==> src/rtl/da_fir.sv <==
module da_fir #(
  parameter int B  = 8,
  parameter int TW = 12
) (
  input  logic               clk,
  input  logic               rst_n,
  input  logic               in_valid,
  output logic               in_ready,
  input  logic [B-1:0]       in_data,
  output logic               out_valid,
  output logic [TW+B:0]      out_data,
  input  logic               ld_en,
  input  logic               ld_bit
);
  localparam int TAPS  = 8;
  localparam int PER   = 4;
  localparam int NG    = TAPS / PER;
  localparam int ENT   = 1 << PER;
  localparam int NBITS = NG * ENT * TW;
  localparam int AW    = $clog2(NBITS);
  localparam int OW    = TW + B + 1;
  localparam int CW    = $clog2(B);

  logic [NBITS-1:0]      tbl;
  logic [B-1:0]          dly [TAPS];
  logic                  busy;
  logic [CW-1:0]         cnt;
  logic signed [OW-1:0]  acc;
  logic [CW-1:0]         bsel;
  logic                  last, take, step;
  logic signed [TW-1:0]  part [NG];
  logic signed [TW:0]    psum;
  logic signed [OW-1:0]  pext, acc_nx;

  assign bsel     = CW'(B - 1) - cnt;
  assign last     = busy && (cnt == CW'(B - 1));
  assign in_ready = !ld_en && (!busy || last);
  assign take     = in_valid && in_ready;
  assign step     = busy && !ld_en;

  for (genvar g = 0; g < NG; g++) begin : g_tbl
    logic [PER-1:0] addr;
    logic [AW-1:0]  base;
    for (genvar i = 0; i < PER; i++) begin : g_adr
      assign addr[i] = dly[g*PER+i][bsel];
    end
    assign base    = AW'((g * ENT + int'(addr)) * TW);
    assign part[g] = tbl[base +: TW];
  end

  always_comb begin
    psum = '0;
    for (int g = 0; g < NG; g++) psum = psum + (TW+1)'(part[g]);
  end

  assign pext   = OW'(psum);
  assign acc_nx = (cnt == '0) ? -pext : (acc <<< 1) + pext;

  always_ff @(posedge clk or negedge rst_n) begin
    if (!rst_n) tbl <= '0;
    else if (ld_en) tbl <= {ld_bit, tbl[NBITS-1:1]};
  end

  always_ff @(posedge clk or negedge rst_n) begin
    if (!rst_n) begin
      for (int t = 0; t < TAPS; t++) dly[t] <= '0;
    end else if (take) begin
      dly[0] <= in_data;
      for (int t = 1; t < TAPS; t++) dly[t] <= dly[t-1];
    end
  end

  always_ff @(posedge clk or negedge rst_n) begin
    if (!rst_n) begin
      busy <= 1'b0;
      cnt  <= '0;
    end else if (take) begin
      busy <= 1'b1;
      cnt  <= '0;
    end else if (step) begin
      busy <= !last;
      cnt  <= cnt + 1'b1;
    end
  end

  always_ff @(posedge clk or negedge rst_n) begin
    if (!rst_n) begin
      acc       <= '0;
      out_valid <= 1'b0;
      out_data  <= '0;
    end else begin
      out_valid <= step && last;
      if (step) acc <= acc_nx;
      if (step && last) out_data <= acc_nx;
    end
  end

  assert_pulse_R3: assert property (@(posedge clk) disable iff (!rst_n)
    out_valid |=> !out_valid);
  assert_from_window_R3: assert property (@(posedge clk) disable iff (!rst_n)
    out_valid |-> $past(busy));
  assert_result_hold_R3: assert property (@(posedge clk) disable iff (!rst_n)
    !out_valid |-> $stable(out_data));
  assert_refused_no_shift_R4: assert property (@(posedge clk) disable iff (!rst_n)
    (in_valid && !in_ready) |=> $stable(dly[0]));
  assert_freeze_R7: assert property (@(posedge clk) disable iff (!rst_n)
    (busy && ld_en) |=> ($stable(cnt) && $stable(acc) && busy && !out_valid));
  assert_table_hold_R6: assert property (@(posedge clk) disable iff (!rst_n)
    !ld_en |=> $stable(tbl));
endmodule

==> config.mk <==
export PLATFORM = sky130hd
export DESIGN_NAME = da_fir
export DESIGN_NICKNAME = d
export VERILOG_FILES = /design/src/rtl/da_fir.sv
export SDC_FILE = /design/constraint.sdc
export NUM_CORES = 1
export LEC_CHECK = 0
export BUFFER_PORTS_ARGS = -buffer_cell sky130_fd_sc_hd__clkbuf_2
export CORE_MARGIN = 5
export CORE_UTILIZATION = 45
export CTS_CLUSTER_DIAMETER = 60
export CTS_CLUSTER_SIZE = 16
export DETAILED_ROUTE_END_ITERATION = 16
export PLACE_DENSITY = 0.72
export SLEW_MARGIN = 20
export SYNTH_ARGS = -nofsm -noshare
export SYNTH_HDL_FRONTEND = slang
export SYNTH_SLANG_ARGS = --single-unit
==> constraint.sdc <==
create_clock -name clk -period 8.09 [get_ports clk]
set_input_delay 1.618 -clock clk [delete_from_list [all_inputs] [get_ports clk]]
set_output_delay 1.618 -clock clk [all_outputs]
set_load 0.02 [all_outputs]
# == Yosys cells after proc, flatten, opt, wreduce, memory -nomap -nowiden ==
# Index checks and enable logic that the tools add are counted.
# W data, S select, Z words.
# classes
order_cmp,1
multipliers,2
addsub,6
n_mux,21
shifts,2
n_reduce_logical,11
eq_ne,1
# op_table
op,count
$shiftx A384 B10 Y12,1
$shiftx A384 B9 Y12,1
$bmux W1 S3,8
$add A21 B13 Y21,1
$mux W21,1
$neg A13 Y21,1
$add A12 B12 Y13,1
$mux W1,10
$mul A6 B2 Y7 const B,1
$add A5 B4 Y6 const A,1
$mul A4 B2 Y6 const B,1
$mux W3,2
$logic_and A1 B1 Y1,5
$lt A3 B4 Y1 const B,1
$add A3 B1 Y3 const B,1
$eq A3 B3 Y1 const B,1
$logic_not A1 Y1,3
$logic_not A3 Y1,1
$sub A3 B3 Y3 const A,1
$reduce_bool A2 Y1,1
$logic_or A1 B1 Y1,1
# totals
in_bits,13
out_inout_bits,23
ff_bits,494

# == Depth between registers and ports, before layout ==
# Gate-level depths: netlist (run 1).
# logic_depth
ltp_word,9
mapped_depth,38
ltp_nobuf,30

# == Worst setup path before layout (run 1) ==
# Ideal clock, no wire load.
# synth_path
path_type,reg-to-reg
from,register cnt[2]
to,register out_data[20]
required_time_ps,7964
arrival_time_ps,7980
setup_ps,126
path_slack_ps,-16
stages_incl_launch_ff,36
path_buffers,9
path_cell_list,dfrtp_1 -> clkbuf_1 -> mux4_2 -> mux2i_4 -> inv_2 -> buf_6 -> buf_6 -> buf_6 -> buf_2 -> buf_2 -> ha_1 -> inv_1 -> fa_1 -> clkbuf_1 -> clkbuf_1 -> nor3_1 -> nand3_1 -> o2111ai_1 -> a21oi_1 -> or4_1 -> ha_1 -> clkbuf_1 -> o211ai_1 -> a211oi_1 -> o21bai_1 -> a2bb2oi_1 -> inv_1 -> ha_1 -> a21oi_1 -> nor2b_1 -> a22o_1 -> a311oi_1 -> o21ai_0 -> and3b_1 -> o21ai_0 -> a21oi_1
# synth_between
elab_chain_cells,9
# synth_lines
item,line_no,source
start: declaration,27,logic [CW-1:0] cnt;
start signal: assignment,82,cnt <= cnt + 1'b1;
$sub A3 B3 Y3,35,assign bsel = CW'(B - 1) - cnt;
$bmux W1 S3,45,assign addr[i] = dly[g*PER+i][bsel];
$mux W1 (not written as such),45,
$add A5 B4 Y6,47,assign base = AW'((g * ENT + int'(addr)) * TW);
$mul A6 B2 Y7,47,
$shiftx A384 B10 Y12,48,assign part[g] = tbl[base +: TW];
$add A12 B12 Y13,53,for (int g = 0; g < NG; g++) psum = psum + (TW+1)'(part[g]);
$add A21 B13 Y21 / $neg A13 Y21 (equally long branches),57,assign acc_nx = (cnt == '0) ? -pext : (acc <<< 1) + pext;
$mux W21,57,
end signal: assignment,94,if (step && last) out_data <= acc_nx;
end: declaration,11,"output logic [TW+B:0] out_data,"
# Several ways; a longest one is shown, not always the timed one. The select of a mux whose other input is x is not followed.
# A chain may end at the register's enable or synchronous reset.

# == Final worst setup path (run 1) ==
# layout_path
from,register cnt[0]
to,register acc[17]
# layout_between
elab_chain_cells,9
# layout_lines
item,line_no,source
$sub A3 B3 Y3,35,
$bmux W1 S3,45,
$mux W1 (not written as such),45,
$add A5 B4 Y6,47,
$mul A6 B2 Y7,47,
$shiftx A384 B10 Y12,48,
$add A12 B12 Y13,53,
$add A21 B13 Y21 / $neg A13 Y21 (equally long branches),57,
$mux W21 (*),57,
end signal: assignment,93,if (step) acc <= acc_nx;
end: declaration,28,logic signed [OW-1:0] acc;
# Every way passes the cells marked *; elsewhere a longest branch is shown, timed or not. The select of a mux whose other input is x is not followed.

==> qor.csv, run 1 <==
metric,value,unit
status,finished clean,
postCtsSetupBuffers,0,
async_flop_share,100,%
crit_family,compound AO/OA/AOI/OAI gates,
ant_nets,0,
drt-initial-drc-count,2011,
syn_to_final_growth,9.93,%
cts_buffers,45,
routabilityCongestion,1.00,
io_pins,36,
leakage,14.0,nW
antenna_found_initial,0,
ys_top_cells_by_area,"dfrtp_1 (44%), mux2_2 (16%), mux4_2 (7.6%)",
setup_viol,0,
route.detailed.drc,0,
ys.flop_type,dfrtp_1,
final_area,30600,um2
clock-root-buffer,clkbuf_16,
cpPeakStageDelay,510,ps
slowest_stage,dfrtp_2,
hold_start,dly[1]$_DFFE_PN0P_,
dp_hpwl,54000,um
fin_util,49.7,%
synth_nets,2572,
min_path_type,flip-flop to flip-flop,
setup_tns,0,ps
critPathArrivalTime,8250,ps
rows,91,
die_area,66900,um2
wl_per_cell,23.2,um
clk_pin_slew,70,ps
final_net_count,2556,
antenna_cells,0,
grt_util_all_layers,22.6,%
dr.pass1.iters,6,
p_per_area,413,nW/um2
worstPathMaxFanout,47,
fin_crit,7740,ps
relSlewSlack,16.3,%
grt_pass1_wl,121000,um
synthesis.area_per_instance,11.1,um2
start_kind,flip-flop,
cts_hold_buf,0,
layout-drive-gt1-share,27.4,%
ys_types,66,
cp-end-kind,flip-flop,
clock_path_buffers,3,
grt_pass1_vias,20423,
hold_viol,0,
timing.final.crit_share,95.7,%
r2r_start,cnt[0]$_DFFE_PN0P_,
r2r_end,acc[17]$_DFFE_PN0P_,
grt-busiest-layer,met2,
r2r_slack,350,ps
grt_max_degree,213,
netlist_instances,2514,
yosysWarnings,0,
grtUsageMet2,35.1,%
drv_slew,0,
clock_latency,600,ps
cts_resized,0,
cap_viol_max_count,0,
yosysSeqAreaShare,44.4,%
holdPathEnd,dly[1]$_DFFE_PN0P_,
routed_wl,76800,um
ir_drop,0.000395,V
synth_area,27800,um2
grt_use_met3,4.02,%
initial_utilization,45.2,%
tightestPinTransition,1250,ps
cts_tree,yes,
io_buffers,35,
die_y,259,um
worstRegToRegCells,32,
holdPathStages,2,
coreArea,61500,um2
via_per_inst,6.19,
critical_path_class,flip-flop to flip-flop,
yosys.area.top_type,dfrtp_1,
num_vias,20510,
htree_levels,2,
clock.fmax,129,MHz
placed_area,29100,um2
critical_path_required,8600,ps
synth-seq-cells,494,
synth_top_area_share,44.4,%
cp_num_buf_inv,7,
grt-ovfl-total,0,
skew,17.7,ps
clkSinkCount,494,
synth-edff-count,0,
dieWidth,259,um
grtUsageMet1,32.0,%
[worst register-to-register path, delay by kind of cell, from the launching register on]
| kind | cells | cell delay (ps) |
|---|---|---|
| adder cells (fa/ha/maj) | 4 | 1420 |
| flip-flops | 1 | 510 |
| multiplexers | 2 | 780 |
| AO/OA/AOI/OAI | 10 | 2290 |
| AND/OR/NAND/NOR | 7 | 1050 |
| XOR/XNOR | 2 | 320 |
| buffers and inverters | 7 | 1270 |
[cell usage after synthesis (14+ instances only)]
cell type,n
nand2_1,474
nand3_1,54
nor2_1,66
a21oi_1,91
a211oi_1,46
dfrtp_1,494
mux4_2,94
clkbuf_1,131
a311oi_1,18
and2_1,32
a32oi_1,16
ha_1,42
xnor2_1,24
inv_1,23
mux2i_1,177
buf_2,19
o21ai_0,65
buf_1,14
mux2_2,388
a31oi_1,36
nor3_1,16
nand4_1,17
[worst max-delay path by stage]
stage	from	to	slack (ps)	depth (start not counted)
after global routing	cnt[0]$_DFFE_PN0P_	out_data[20]$_DFFE_PN0P_	-50	32
after CTS	cnt[0]$_DFFE_PN0P_	acc[19]$_DFFE_PN0P_	100	25
final	cnt[0]$_DFFE_PN0P_	acc[17]$_DFFE_PN0P_	350	32
after global placement	cnt[0]$_DFFE_PN0P_	acc[19]$_DFFE_PN0P_	290	25
after detailed placement	cnt[0]$_DFFE_PN0P_	acc[19]$_DFFE_PN0P_	140	25
after floorplan	cnt[2]$_DFFE_PN0P_	out_data[20]$_DFFE_PN0P_	3	35
[power breakdown]
group	total, mW	leakage (nW)	internal, mW	switching (mW)
clock network	2.10	0.677	1.09	1.01
registers	3.00	6.75	2.75	0.255
logic	7.54	6.60	2.90	4.63
[cell type report]
class	count	area, um2
fill	5416	30900
multi-input combinational	1818	14700
sequential	494	12400
clock buffer	50	1200
timing repair buffer	112	988
tap	790	988
clock inverter	21	199
inverter	27	106
[sequential cells by signal, indices dropped and copies added (netlist names)]
register,cells
dly,64
acc,20
cnt,3
out_valid,1
busy,1
tbl,384
out_data,21
[cell families (layout without fill, tap and decap cells)]
family / count (synthesis) / after routing / synth area share, %
buf+inv: 202 / 210 / 3.03
fa+ha+maj: 45 / 45 / 2.11
flops: 494 / 494 / 44.4
xor+xnor: 33 / 33 / 1.04
compound gates: 371 / 371 / 8.73
simple gates: 708 / 708 / 10.8
mux: 661 / 661 / 29.8
[cell usage in the layout, fill, tap and decap left out, types with 15 or more instances in the layout]
master | Yosys | layout
mux2_2 | 388 | 388
mux4_2 | 94 | 94
and2_1 | 32 | 31
a31oi_1 | 36 | 36
nand3_1 | 54 | 54
a311oi_1 | 18 | 17
a32oi_1 | 16 | 16
nor2_1 | 66 | 65
xnor2_1 | 24 | 23
inv_1 | 23 | 22
buf_4 | 6 | 61
mux2i_1 | 177 | 173
nand4_1 | 17 | 17
a211oi_1 | 46 | 46
a21oi_1 | 91 | 91
nand2_1 | 474 | 473
ha_1 | 42 | 40
clkbuf_2 | 0 | 33
clkbuf_16 | 0 | 47
o21ai_0 | 65 | 65
dfrtp_1 | 494 | 492
nor3_1 | 16 | 15
[metrics by stage]
step | instances | hold WS, ps | setup WS [ps] | power, mW
6_report | 3312 | 480 | 351 | 12.6
5_1_grt | 3312 | 511 | -45.8 | 13.4
4_1_cts | 3310 | 478 | 103 | 12.5
3_5_place_dp | 3239 | 461 | 145 | 10.4
3_3_place_gp | 3239 | 458 | 286 | 10.2
2_1_floorplan | 2514 | 440 | 3.41 | 8.07
[metal layers]
| metal | wire length (um) | up-vias |
|---|---|---|
| li1 | - | 9139 |
| met1 | 33400 | 10412 |
| met2 | 35100 | 747 |
| met3 | 5060 | 212 |
| met4 | 3240 | 0 |
| met5 | 0 | - |
(Power assumes the default switching activity.)
==> run 2, diff against run 1 <==
--- a/config.mk
+++ b/config.mk
@@ -7,11 +7,11 @@
 export LEC_CHECK = 0
 export BUFFER_PORTS_ARGS = -buffer_cell sky130_fd_sc_hd__clkbuf_2
 export CORE_MARGIN = 5
-export CORE_UTILIZATION = 45
+export CORE_UTILIZATION = 28
 export CTS_CLUSTER_DIAMETER = 60
 export CTS_CLUSTER_SIZE = 16
 export DETAILED_ROUTE_END_ITERATION = 16
-export PLACE_DENSITY = 0.72
+export PLACE_DENSITY = 0.53
 export SLEW_MARGIN = 20
 export SYNTH_ARGS = -nofsm -noshare
 export SYNTH_HDL_FRONTEND = slang
==> qor.csv, run 2 (same netlist as run 1, synthesis figures left out) <==
metric,value,unit
min_path_type,flip-flop to flip-flop,
crit_start,cnt[0]$_DFFE_PN0P_,
cpPeakStageDelay,750,ps
skew,35.0,ps
layout-drive-gt1-share,27.7,%
clock.fmax,130,MHz
dieWidth,325,um
die_area,106000,um2
critPathArrivalTime,8250,ps
setup_viol,0,
antenna_found_initial,1,
cts_buffers,47,
io_pins,36,
r2r_start,cnt[0]$_DFFE_PN0P_,
syn_to_final_growth,12.5,%
cts_resized,0,
clock_path_buffers,3,
reg.largest.list,"tbl (384), dly (64), out_data (21)",
routed_wl,77900,um
rows,115,
cp-end-kind,flip-flop,
slowest_stage,fa_4,
htree_levels,2,
setup_tns,0,ps
layout_common_cells,"dfrtp_1 (492), nand2_1 (472), mux2_2 (388)",
leakage,14.1,nW
route.detailed.drc,0,
cap_viol_max_count,0,
io_buffers,35,
dpl.cell_count,3735,
clkSinkCount,494,
grt_util_all_layers,14.4,%
drv_slew,0,
grt-ovfl-total,0,
dr.pass1.iters,5,
timing.final.crit_share,95.4,%
critical_path_class,flip-flop to flip-flop,
routabilityCongestion,0.934,
coreArea,98600,um2
hold_start,out_data[14]$_DFFE_PN0P_,
wl_per_cell,20.4,um
via_per_inst,5.26,
relSlewSlack,32.8,%
grt_pass1_vias,19984,
fin_util,31.7,%
antenna_cells,0,
p_per_area,401,nW/um2
hold_viol,0,
ir_drop,0.000296,V
clock-root-buffer,clkbuf_16,
start_kind,flip-flop,
initial_utilization,28.2,%
drt-initial-drc-count,1801,
critical_path_required,8620,ps
tightestPinTransition,1010,ps
final_net_count,2555,
largest_register_ff_count,384,
postCtsSetupBuffers,0,
final_common_cell,dfrtp_1,
status,finished clean,
cts_hold_buf,0,
dp_hpwl,55000,um
clock_latency,610,ps
grt_pass1_wl,124000,um
grt_max_degree,166,
worstPathMaxFanout,26,
instances_no_fill,3815,
ant_nets,0,
num_vias,20055,
clk_pin_slew,70,ps
regMostFlops,tbl,
die_y,325,um
rsz0062_at_grt,true,
fin_crit,7720,ps
cts_tree,yes,
run 2: changes by cell type in the layout (fill, tap and decap cells not counted), moves of 3 or more:
cell	change
clkinv_4	+3
buf_4	+3
clkinv_8	+4
clkinv_2	-4
clkbuf_8	+4
inv_6	+3
buf_12	-5
run 2: layer usage:
layer | share of wire [%] | track usage (%) | vias up
li1 | - | - | 9159
met1 | 48 | 21.4 | 10213
met2 | 45 | 22.2 | 551
met3 | 5.0 | 2.02 | 130
met4 | 2.7 | 3.65 | 2
met5 | 0.017 | 0 | -
run 2: power breakdown:
part / leakage [nW] / switching [mW] / internal (mW)
registers: 6.75 / 0.259 / 2.75
logic: 6.55 / 4.48 / 2.78
clock network: 0.757 / 1.06 / 1.21
run 2: worst max-delay path: cells and delay by family (launching register included):
family	cells	cell delay, ps
muxes	4	1380
adders and majority gates	4	1710
and+or+nand+nor	3	1060
AOI/OAI and AO/OA	10	2260
DFF	1	470
xor gates and xnor gates	1	160
buffers and inverters	4	580
run 2: final timing paths:
kind	end	slack, ps	cells after the start
hold reg to reg	out_data[14]$_DFFE_PN0P_	480	2
setup reg to reg	acc[19]$_DFFE_PN0P_	370	26
min in group asynchronous	tbl[186]$_DFFE_PN0P_	1040	1
hold / removal	out_data[14]$_DFFE_PN0P_	480	2
max in group asynchronous	tbl[88]$_DFFE_PN0P_	5610	3
setup / recovery	acc[19]$_DFFE_PN0P_	370	26
run 2: layout make-up:
class                   instances  area [um2]
multi-input cells            1818       14800
repair buffers                109         867
fillers                     10008       67300
clock inverters                25         324
well taps                    1287        1610
clock buffers                  55        1260
inverters                      27         106
flip-flops and latches        494       12400
run 2: through the flow:
step	cell area [um2]	setup WS, ps	hold slack (ps)	power (mW)
2_1_floorplan	27800	3.41	440	8.07
3_3_place_gp	29600	234	464	10.2
3_5_place_dp	29600	147	463	10.2
4_1_cts	31200	99.9	480	12.5
5_1_grt	31300	-22.9	495	13.4
6_report	31300	370	476	12.5
